$ cat config.mk
export PLATFORM = sky130hd
export DESIGN_NAME = hdlc_frame_tx
export DESIGN_NICKNAME = d
export VERILOG_FILES = /design/src/rtl/hdlc_tx_pkg.sv /design/src/rtl/hdlc_fcs_step.sv /design/src/rtl/hdlc_bit_stuffer.sv /design/src/rtl/hdlc_frame_tx.sv
export SDC_FILE = /design/constraint.sdc
export NUM_CORES = 1
export LEC_CHECK = 0
export BUFFER_PORTS_ARGS = -buffer_cell sky130_fd_sc_hd__clkbuf_2
export CAP_MARGIN = 5
export CORE_MARGIN = 8
export CORE_UTILIZATION = 57
export CTS_BUF_LIST = sky130_fd_sc_hd__clkbuf_4
export CTS_CLUSTER_SIZE = 10
export DETAILED_ROUTE_END_ITERATION = 7
export GPL_ROUTABILITY_DRIVEN = 0
export HOLD_SLACK_MARGIN = 0.03
export PLACE_DENSITY = 0.78
export SLEW_MARGIN = 5
export SYNTH_ARGS = -nofsm -noshare
export SYNTH_HDL_FRONTEND = slang
export SYNTH_HIERARCHICAL = 1
export SYNTH_SLANG_ARGS = --single-unit
export TNS_END_PERCENT = 5
$ cat constraint.sdc
create_clock -name clk -period 2.4 [get_ports clk]
set_input_delay 0.12 -clock clk [delete_from_list [all_inputs] [get_ports clk]]
set_output_delay 0.12 -clock clk [all_outputs]
set_load 0.05 [all_outputs]
$ cat src/rtl/hdlc_tx_pkg.sv
package hdlc_tx_pkg;
    typedef enum logic [2:0] {
        K_DATA  = 3'd0,
        K_SOM   = 3'd1,
        K_EOM   = 3'd2,
        K_ABORT = 3'd3,
        K_GA    = 3'd4
    } kind_e;

    typedef enum logic [2:0] {
        U_FILL, U_OPEN, U_DATA, U_FCS, U_CLOSE, U_ABORT, U_GA
    } unit_e;

    localparam int PAT_W = 8;
    // patterns shift out LSB first
    localparam logic [PAT_W-1:0] PAT_FLAG = 8'h7E;
    localparam logic [PAT_W-1:0] PAT_ONES = 8'hFF;
    localparam logic [PAT_W-1:0] PAT_GA   = 8'hFE;
endpackage

$ cat src/rtl/hdlc_fcs_step.sv
module hdlc_fcs_step #(
    parameter int            W    = 16,
    parameter logic [W-1:0]  POLY = 16'h1021
) (
    input  logic [W-1:0] crc_i,
    input  logic         bit_i,
    input  logic         en_i,
    output logic [W-1:0] crc_o
);
    logic fb;

    always_comb begin
        fb    = crc_i[W-1] ^ bit_i;
        crc_o = crc_i;
        if (en_i) begin
            crc_o = {crc_i[W-2:0], 1'b0} ^ (fb ? POLY : '0);
        end
    end
endmodule

$ cat src/rtl/hdlc_bit_stuffer.sv
module hdlc_bit_stuffer #(
    parameter int RUN    = 5,
    parameter int ONES_W = 3
) (
    input  logic [ONES_W-1:0] ones_i,
    input  logic              stuff_en_i,
    input  logic              bit_i,
    output logic              line_o,
    output logic              take_o,
    output logic [ONES_W-1:0] ones_o
);
    localparam logic [ONES_W-1:0] RUN_C = ONES_W'(RUN);
    logic stuff;

    always_comb begin
        stuff  = stuff_en_i && (ones_i == RUN_C);
        line_o = stuff ? 1'b0 : bit_i;
        take_o = !stuff;
        if (!stuff_en_i || stuff || !bit_i) begin
            ones_o = '0;
        end else begin
            ones_o = ones_i + 1'b1;
        end
    end
endmodule

$ cat src/rtl/hdlc_frame_tx.sv
module hdlc_frame_tx
    import hdlc_tx_pkg::*;
#(
    parameter int                CHAR_W    = 8,
    parameter int                FCS_W     = 16,
    parameter logic [FCS_W-1:0]  FCS_POLY  = 16'h1021,
    parameter int                STUFF_RUN = 5
) (
    input  logic              clk,
    input  logic              rst_n,
    input  logic              tx_en,
    input  logic              fill_flags,
    input  logic              wr_en,
    input  logic [2:0]        wr_kind,
    input  logic [CHAR_W-1:0] wr_char,
    output logic              txd,
    output logic              buf_empty,
    output logic              tx_active,
    output logic              underrun
);
    localparam int SH_W   = (FCS_W > CHAR_W) ? FCS_W : CHAR_W;
    localparam int CNT_W  = $clog2(SH_W + 1);
    localparam int ONES_W = $clog2(STUFF_RUN + 1);
    localparam logic [ONES_W-1:0] RUN_C = ONES_W'(STUFF_RUN);

    typedef struct packed {
        logic [SH_W-1:0]   sh;
        logic [CNT_W-1:0]  left;
        logic [ONES_W-1:0] ones;
        logic              stuff_en;
        logic              crc_en;
        unit_e             unit;
        logic [FCS_W-1:0]  crc;
        logic              hold_v;
        kind_e             hold_k;
        logic [CHAR_W-1:0] hold_c;
        logic              active;
        logic              urun;
        logic              txd;
    } st_t;

    st_t q, d;

    logic              line_bit, take_bit, unit_end, wr_ok;
    logic [ONES_W-1:0] ones_nx;
    logic [FCS_W-1:0]  crc_nx;
    logic [FCS_W-1:0]  fcs_line;

    function automatic st_t load_pat(st_t s, logic [PAT_W-1:0] p, unit_e u);
        st_t r = s;
        r.sh       = SH_W'(p);
        r.left     = CNT_W'(PAT_W);
        r.ones     = '0;
        r.stuff_en = 1'b0;
        r.crc_en   = 1'b0;
        r.unit     = u;
        return r;
    endfunction

    hdlc_bit_stuffer #(.RUN(STUFF_RUN), .ONES_W(ONES_W)) u_stuff (
        .ones_i    (q.ones),
        .stuff_en_i(q.stuff_en),
        .bit_i     (q.sh[0]),
        .line_o    (line_bit),
        .take_o    (take_bit),
        .ones_o    (ones_nx)
    );

    hdlc_fcs_step #(.W(FCS_W), .POLY(FCS_POLY)) u_fcs (
        .crc_i(q.crc),
        .bit_i(q.sh[0]),
        .en_i (q.crc_en),
        .crc_o(crc_nx)
    );

    always_comb begin
        d        = q;
        d.txd    = line_bit;
        d.ones   = ones_nx;
        fcs_line = '0;
        if (take_bit && q.left != '0) begin
            d.sh   = q.sh >> 1;
            d.left = q.left - 1'b1;
            d.crc  = crc_nx;
        end
        // line order of check field is MSB first; shifter sends LSB first
        for (int i = 0; i < FCS_W; i++) begin
            fcs_line[i] = ~d.crc[FCS_W-1-i];
        end
        unit_end = (d.left == '0) && !(q.stuff_en && d.ones == RUN_C);
        wr_ok    = wr_en && !q.hold_v;
        if (wr_ok) begin
            d.hold_v = 1'b1;
            d.hold_k = kind_e'(wr_kind);
            d.hold_c = wr_char;
        end
        if (unit_end) begin
            if (q.unit == U_FCS) begin
                d = load_pat(d, PAT_FLAG, U_CLOSE);
            end else if (q.unit == U_OPEN || q.unit == U_DATA) begin
                if (!q.hold_v) begin
                    d.urun = 1'b1;
                    d = load_pat(d, PAT_ONES, U_ABORT);
                end else begin
                    d.hold_v = 1'b0;
                    if (q.hold_k == K_DATA) begin
                        d.sh       = SH_W'(q.hold_c);
                        d.left     = CNT_W'(CHAR_W);
                        d.stuff_en = 1'b1;
                        d.crc_en   = 1'b1;
                        d.unit     = U_DATA;
                    end else if (q.hold_k == K_EOM) begin
                        d.sh       = SH_W'(fcs_line);
                        d.left     = CNT_W'(FCS_W);
                        d.stuff_en = 1'b1;
                        d.crc_en   = 1'b0;
                        d.unit     = U_FCS;
                    end else begin
                        d = load_pat(d, PAT_ONES, U_ABORT);
                    end
                end
            end else begin
                d.active = q.active && tx_en;
                d = load_pat(d, (tx_en && fill_flags) ? PAT_FLAG : PAT_ONES, U_FILL);
                if (tx_en && q.hold_v) begin
                    d.hold_v = 1'b0;
                    if (q.hold_k == K_SOM) begin
                        d = load_pat(d, PAT_FLAG, U_OPEN);
                        d.active = 1'b1;
                        d.crc    = '1;
                    end else if (q.hold_k == K_GA) begin
                        d = load_pat(d, PAT_GA, U_GA);
                    end
                end
            end
        end
        if (wr_ok && kind_e'(wr_kind) == K_SOM) begin
            d.urun = 1'b0;
        end
    end

    always_ff @(posedge clk or negedge rst_n) begin
        if (!rst_n) begin
            q          <= '0;
            q.sh       <= SH_W'(PAT_ONES);
            q.left     <= CNT_W'(PAT_W);
            q.unit     <= U_FILL;
            q.crc      <= '1;
            q.hold_k   <= K_DATA;
            q.txd      <= 1'b1;
        end else begin
            q <= d;
        end
    end

    assign txd       = q.txd;
    assign buf_empty = !q.hold_v;
    assign tx_active = q.active;
    assign underrun  = q.urun;

    AST_STUFF_BOUND: assert property (@(posedge clk) disable iff (!rst_n)
        q.stuff_en |-> q.ones <= RUN_C);
    AST_BE_FALL: assert property (@(posedge clk) disable iff (!rst_n)
        (wr_en && buf_empty) |=> !buf_empty);
    AST_UR_SOM_CLR: assert property (@(posedge clk) disable iff (!rst_n)
        (wr_en && buf_empty && wr_kind == 3'd1) |=> !underrun);
    AST_ACTIVE_OPEN: assert property (@(posedge clk) disable iff (!rst_n)
        $rose(tx_active) |-> q.unit == U_OPEN);
    AST_UR_ABORTS: assert property (@(posedge clk) disable iff (!rst_n)
        $rose(underrun) |-> q.unit == U_ABORT);
endmodule

### Word-level counts from Yosys, hierarchy flattened

Index checks and enable logic that the tools add are counted.
W data, S select, Z words.

| cells by class | value |
|---|---|
| $add $sub $neg | 2 |
| equality and inequality tests | 11 |
| muxes and demuxes | 22 |
| bitwise logic cells | 20 |
| reduce and logical (&&, ||, !) cells | 25 |

Operators with widths:

| cell | count |
|---|---|
| $mux W60 | 4 |
| $mux W52 | 3 |
| $mux W21 | 3 |
| $mux W16 | 2 |
| $not A1 Y1 | 18 |
| $xor A16 B16 Y16 | 1 |
| $mux W13 | 1 |
| $mux W12 | 1 |
| $mux W5 | 2 |
| $eq A3 B1 Y1 const B | 3 |
| $eq A3 B2 Y1 const B | 3 |
| $eq A3 B3 Y1 const B | 3 |
| $logic_and A1 B1 Y1 | 9 |
| $mux W3 | 3 |
| $mux W8 | 1 |
| $reduce_bool A2 Y1 | 3 |
| $logic_not A1 Y1 | 5 |
| $logic_not A5 Y1 | 1 |
| $reduce_bool A5 Y1 | 1 |
| $sub A5 B1 Y5 const B | 1 |
| $ne A2 B1 Y1 const B | 2 |
| $reduce_and A4 Y1 | 1 |
| $add A3 B1 Y3 const B | 1 |
| $logic_not A3 Y1 | 1 |
| other kinds (4) | 7 |

| word-level totals | value |
|---|---|
| register bits | 60 |
| input port bits | 16 |
| output and inout bits | 4 |
| logic and storage cells | 93 |

### Logic depth before layout (Yosys ltp)

| logic depth | value |
|---|---|
| word-level depth | 13 |
| gate-level depth with buffers | 11 |
| depth with buffers taken out | 9 |

### Modules after synthesis

The synthesis kept the hierarchy.

By module, submodules not included:

| module | times used | cells an instance | area an instance (sq um) | sequential area each (sq um) |
|---|---|---|---|---|
| hdlc_frame_tx | 1 | 268 | 2970.3 | 1534.0 |
| hdlc_fcs_step | 1 | 22 | 254.0 | 0.0 |
| hdlc_bit_stuffer | 1 | 11 | 82.6 | 0.0 |

### Worst setup path before layout

OpenSTA, ideal clock, no wires.

| path | value |
|---|---|
| path kind | reg-to-reg |
| start point | reg q[39] (netlist bit) |
| end point | reg q[31] (netlist bit) |
| arrival time | 2149 ps |
| path slack | 123 ps |
| stages on the path, launching flop included | 10 |
| path buffers | 2 |
| clock period less this slack | 2277 ps |
| cells stage by stage | dfrtp_1 > inv_1 > ha_1 > or4b_1 > clkbuf_1 > a21o_1 > a21oi_2 > and2_1 > buf_6 > mux2_1 |

| on the way | value |
|---|---|
| cells in the longest elaborated chain, start to end | 5 |
| elaborated cells on any way between the ends | 6 |

RTL lines:

| element | line | source |
|---|---|---|
| start: declaration | hdlc_frame_tx.sv:42 | `st_t q, d;` |
| parallel branches: the longest is 2 deep, another holds $sub A5 B1 Y5 | -- |  |
| $mux W21 * | hdlc_frame_tx.sv:81 | `if (take_bit && q.left != '0) begin` |
| $logic_not A5 Y1 * | hdlc_frame_tx.sv:90 | `unit_end = (d.left == '0) && !(q.stuff_en && d.ones == RUN_C);` |
| $logic_and A1 B1 Y1 * | hdlc_frame_tx.sv:90 |  |

Every way passes the cells marked *. The select of a mux whose other input is x is not followed.
A chain may end at the register's enable or synchronous reset.

### Worst setup path after layout

| path | value |
|---|---|
| start point | reg q[36] (netlist bit) |
| end point | reg q[31] (netlist bit) |

| on the way | value |
|---|---|
| cells in the longest elaborated chain, start to end | 9 |
| elaborated cells on any way between the ends | 14 |

RTL lines:

| element | line | source |
|---|---|---|
| parallel branches: the longest is 4 deep, another holds $add A3 B1 Y3 | -- |  |
| $mux W3 * | hdlc_bit_stuffer.sv:19 | `if (!stuff_en_i \|\| stuff \|\| !bit_i) begin` |
| named net ones_nx[2] | hdlc_frame_tx.sv:45 | `logic [ONES_W-1:0] ones_nx;` |
| $eq A3 B3 Y1 * | hdlc_frame_tx.sv:90 |  |
| $logic_and A1 B1 Y1 * | hdlc_frame_tx.sv:90 |  |
| $logic_not A1 Y1 * | hdlc_frame_tx.sv:90 |  |
| $logic_and A1 B1 Y1 * | hdlc_frame_tx.sv:90 |  |

Mark *: on every way through the listed nets, which the timed path passes. The select of a mux whose other input is x is not followed.

==> out/metrics.csv <==
metric;value;unit
ios;20;
setup-violations-final;0;
routed_wl;7210;um
drt_iter0_drc;134;
status;complete, no violations;
synth_top_area_share;25.7;%
synth_cell_types;55;
worstSetupEndpoint;q[31];
reg2reg_depth;9;
cts.reportedPaths.clkPinSlew;0.11;ns
layout_commonest_cell;mux2i_1;
final_cell_mix;40 x mux2i_1, 34 x dfrtp_1, 28 x nand2_1, 26 x dfstp_2, 22 x mux2_2;
r2r-start;q[36];
synthFlopType;dfrtp_1;
crit_type;flip-flop to flip-flop;
areaGrowthSynthToFinish;17.7;%
worst_slack;0.0901;ns
crit_chain;ha_2 > or3b_1 > a21oi_2 > nand4b_1 > o21ai_0 > a21oi_2 > and2_1 > buf_12 > mux2_1;
crit_path_top_delay_cell;dfrtp_1;
fin_util;70.2;%
required;2.69;ns
insertion_delay;0.41;ns
synthCells;301;
fmax;0.433;GHz
yosysTopAreaCell;dfrtp_1;
grt_setup_unrepaired;no;
r2r_slack;0.09;ns
antennaDiodeCount;0;
tns;0;ns
avgSynthCellArea;11.0;sq um
startpoint;q[36];
relSlewSlack;66.9;%
pre_cts_ws;0.0835;ns
nets;367;
rows;27;
yosysSeqAreaShare;46.4;%
drt-vias-per-instance;5.77;
cpPeakStageDelay;0.41;ns
maxCapViolations;0;
ant_nets;0;
ys_seq_elements;60;
grt_pass1_vias;2632;
whs;0.0598;ns
synth_edf_count;0;
grt_max_degree;33;
leakage;1.57;nW
layout-drive-gt1-share;32.9;%
dieArea;8500;sq um
grt_first_pass_wirelength;12300;um
wire_per_inst;17.0;um
startpoint_type;flip-flop;
finalCriticalPeriod;2.31;ns
instances_no_fill;425;
syn_nets;320;
core_area;5540;sq um
crit_top_cell;a21oi_2;
cts_max_level;3;
ir_drop;0.000847;V
cts_tree;yes;
period_share;96.2;%
r2r-end;q[31];
post_cts_buffers;0;
cp_max_fo;22;
placed_cells_incl_taps;396;
route.detailed.drc;0;
slew_violations;0;
numCtsBuffers;9;
drtPass1Iterations;4;
root_buffer;clkbuf_4;
synthArstFlopShare;100;%
synth_area_leaders;dfrtp_1 26%, dfstp_2 21%, mux2i_1 12%;
clockBufferDepth;2;
p_per_area;1180;nW/um^2
hp-class;input pin to asynchronous set/reset pin;
syn_area;3310;sq um
die_y;92.2;um
dr_total_vias;2451;
cts.sinks;60;
place.port_buffers;19;
antenna_found_initial;0;
cp.arrival;2.60;ns
grt_usage;18.1;%
finalHoldViolCount;0;
finalClockSkew;0.0230;ns
grt.overflow.total;0;
cp-end-kind;flip-flop;
dpl.hpwl;4900;um
start_util;59.7;%
die_w;92.2;um
fill_cells;410;
worst_pin_slew;0.497;ns
yosys_warnings;6;
## synthesized netlist by cell type, types with 3 or more instances
cell type,instances
buf_4,3
xnor2_1,5
nand4_1,9
inv_1,8
nor2_1,10
mux2i_1,40
a21boi_0,3
ha_1,3
buf_6,3
a21oi_1,11
a211oi_1,3
nand3_1,4
dfrtp_1,34
mux2_1,4
mux2_2,22
a21o_1,7
o21ai_0,17
dfstp_2,26
nor2b_1,3
clkbuf_1,9
nand2_1,28
buf_2,5
nor3_1,3
## routing by layer
metal  share of wire [%]  up-vias  GRT usage [%]
met5                   0        -              0
li1                    -     1185              -
met1                  44     1210           21.5
met4                 2.4        0           9.93
met3                 2.9       15           3.59
met2                  51       41           30.3
## critical path: cells and delay by family (launching register included)
family,cells,cell delay [ns]
adders and majority gates,1,0.22
buffers and inverters,1,0.17
and+or+nand+nor,3,0.73
DFF,1,0.41
muxes,1,0.31
AOI/OAI and AO/OA,3,0.36
## metrics by stage
stage	power (W)	area (sq um)
5_1_grt	0.00489	3890
3_3_place_gp	0.00377	3610
3_5_place_dp	0.00383	3610
2_1_floorplan	0.00325	3310
6_report	0.00459	3890
4_1_cts	0.00456	3870
## state kept, by name (all words and copies together) (netlist names)
name       cells
q             57
tx_active      1
underrun       1
txd            1
## logic make-up after synthesis
| family | after synthesis | share of synthesized area [%] |
|---|---|---|
| xor+xnor | 8 | 3.03 |
| simple gates | 75 | 11.7 |
| fa+ha+maj | 3 | 1.14 |
| buf+inv | 29 | 4.50 |
| mux | 68 | 21.9 |
| compound gates | 58 | 11.4 |
| flops | 60 | 46.4 |
## how the worst min path moves through the flow
stage	cells past startpoint	start	to
floorplan	0	rst_n	q[10]
global placement	1	rst_n	q[13]
detailed placement	1	rst_n	q[13]
CTS	2	rst_n	q[13]
global route	2	rst_n	q[7]
finish	2	rst_n	q[7]
## final cells by class
cell class	instances	area [sq um]	share of cell area (%)
Clock buffer	12	90.1	2.32
Multi-Input combinational cell	212	1650	42.3
Sequential cell	60	1530	39.4
Inverter	9	33.8	0.868
Tap cell	72	90.1	2.32
Timing Repair Buffer	56	455	11.7
Clock inverter	4	41.3	1.06
## repair_timing
item | 4_1_cts | 5_1_grt
gates resized for setup | 0 | 5
endpoints found under the setup margin | 0 | 29
hold buffers | 13 | 0
hold endpoints to repair | 58 | 0
## power by group
group	leakage, nW	internal (W)	switching, W
Combinational	0.789	0.00102	0.00111
Sequential	0.707	0.00144	0.000309
Clock	0.0740	0.000344	0.000360
Note: power is estimated with default switching activity, not from simulation.
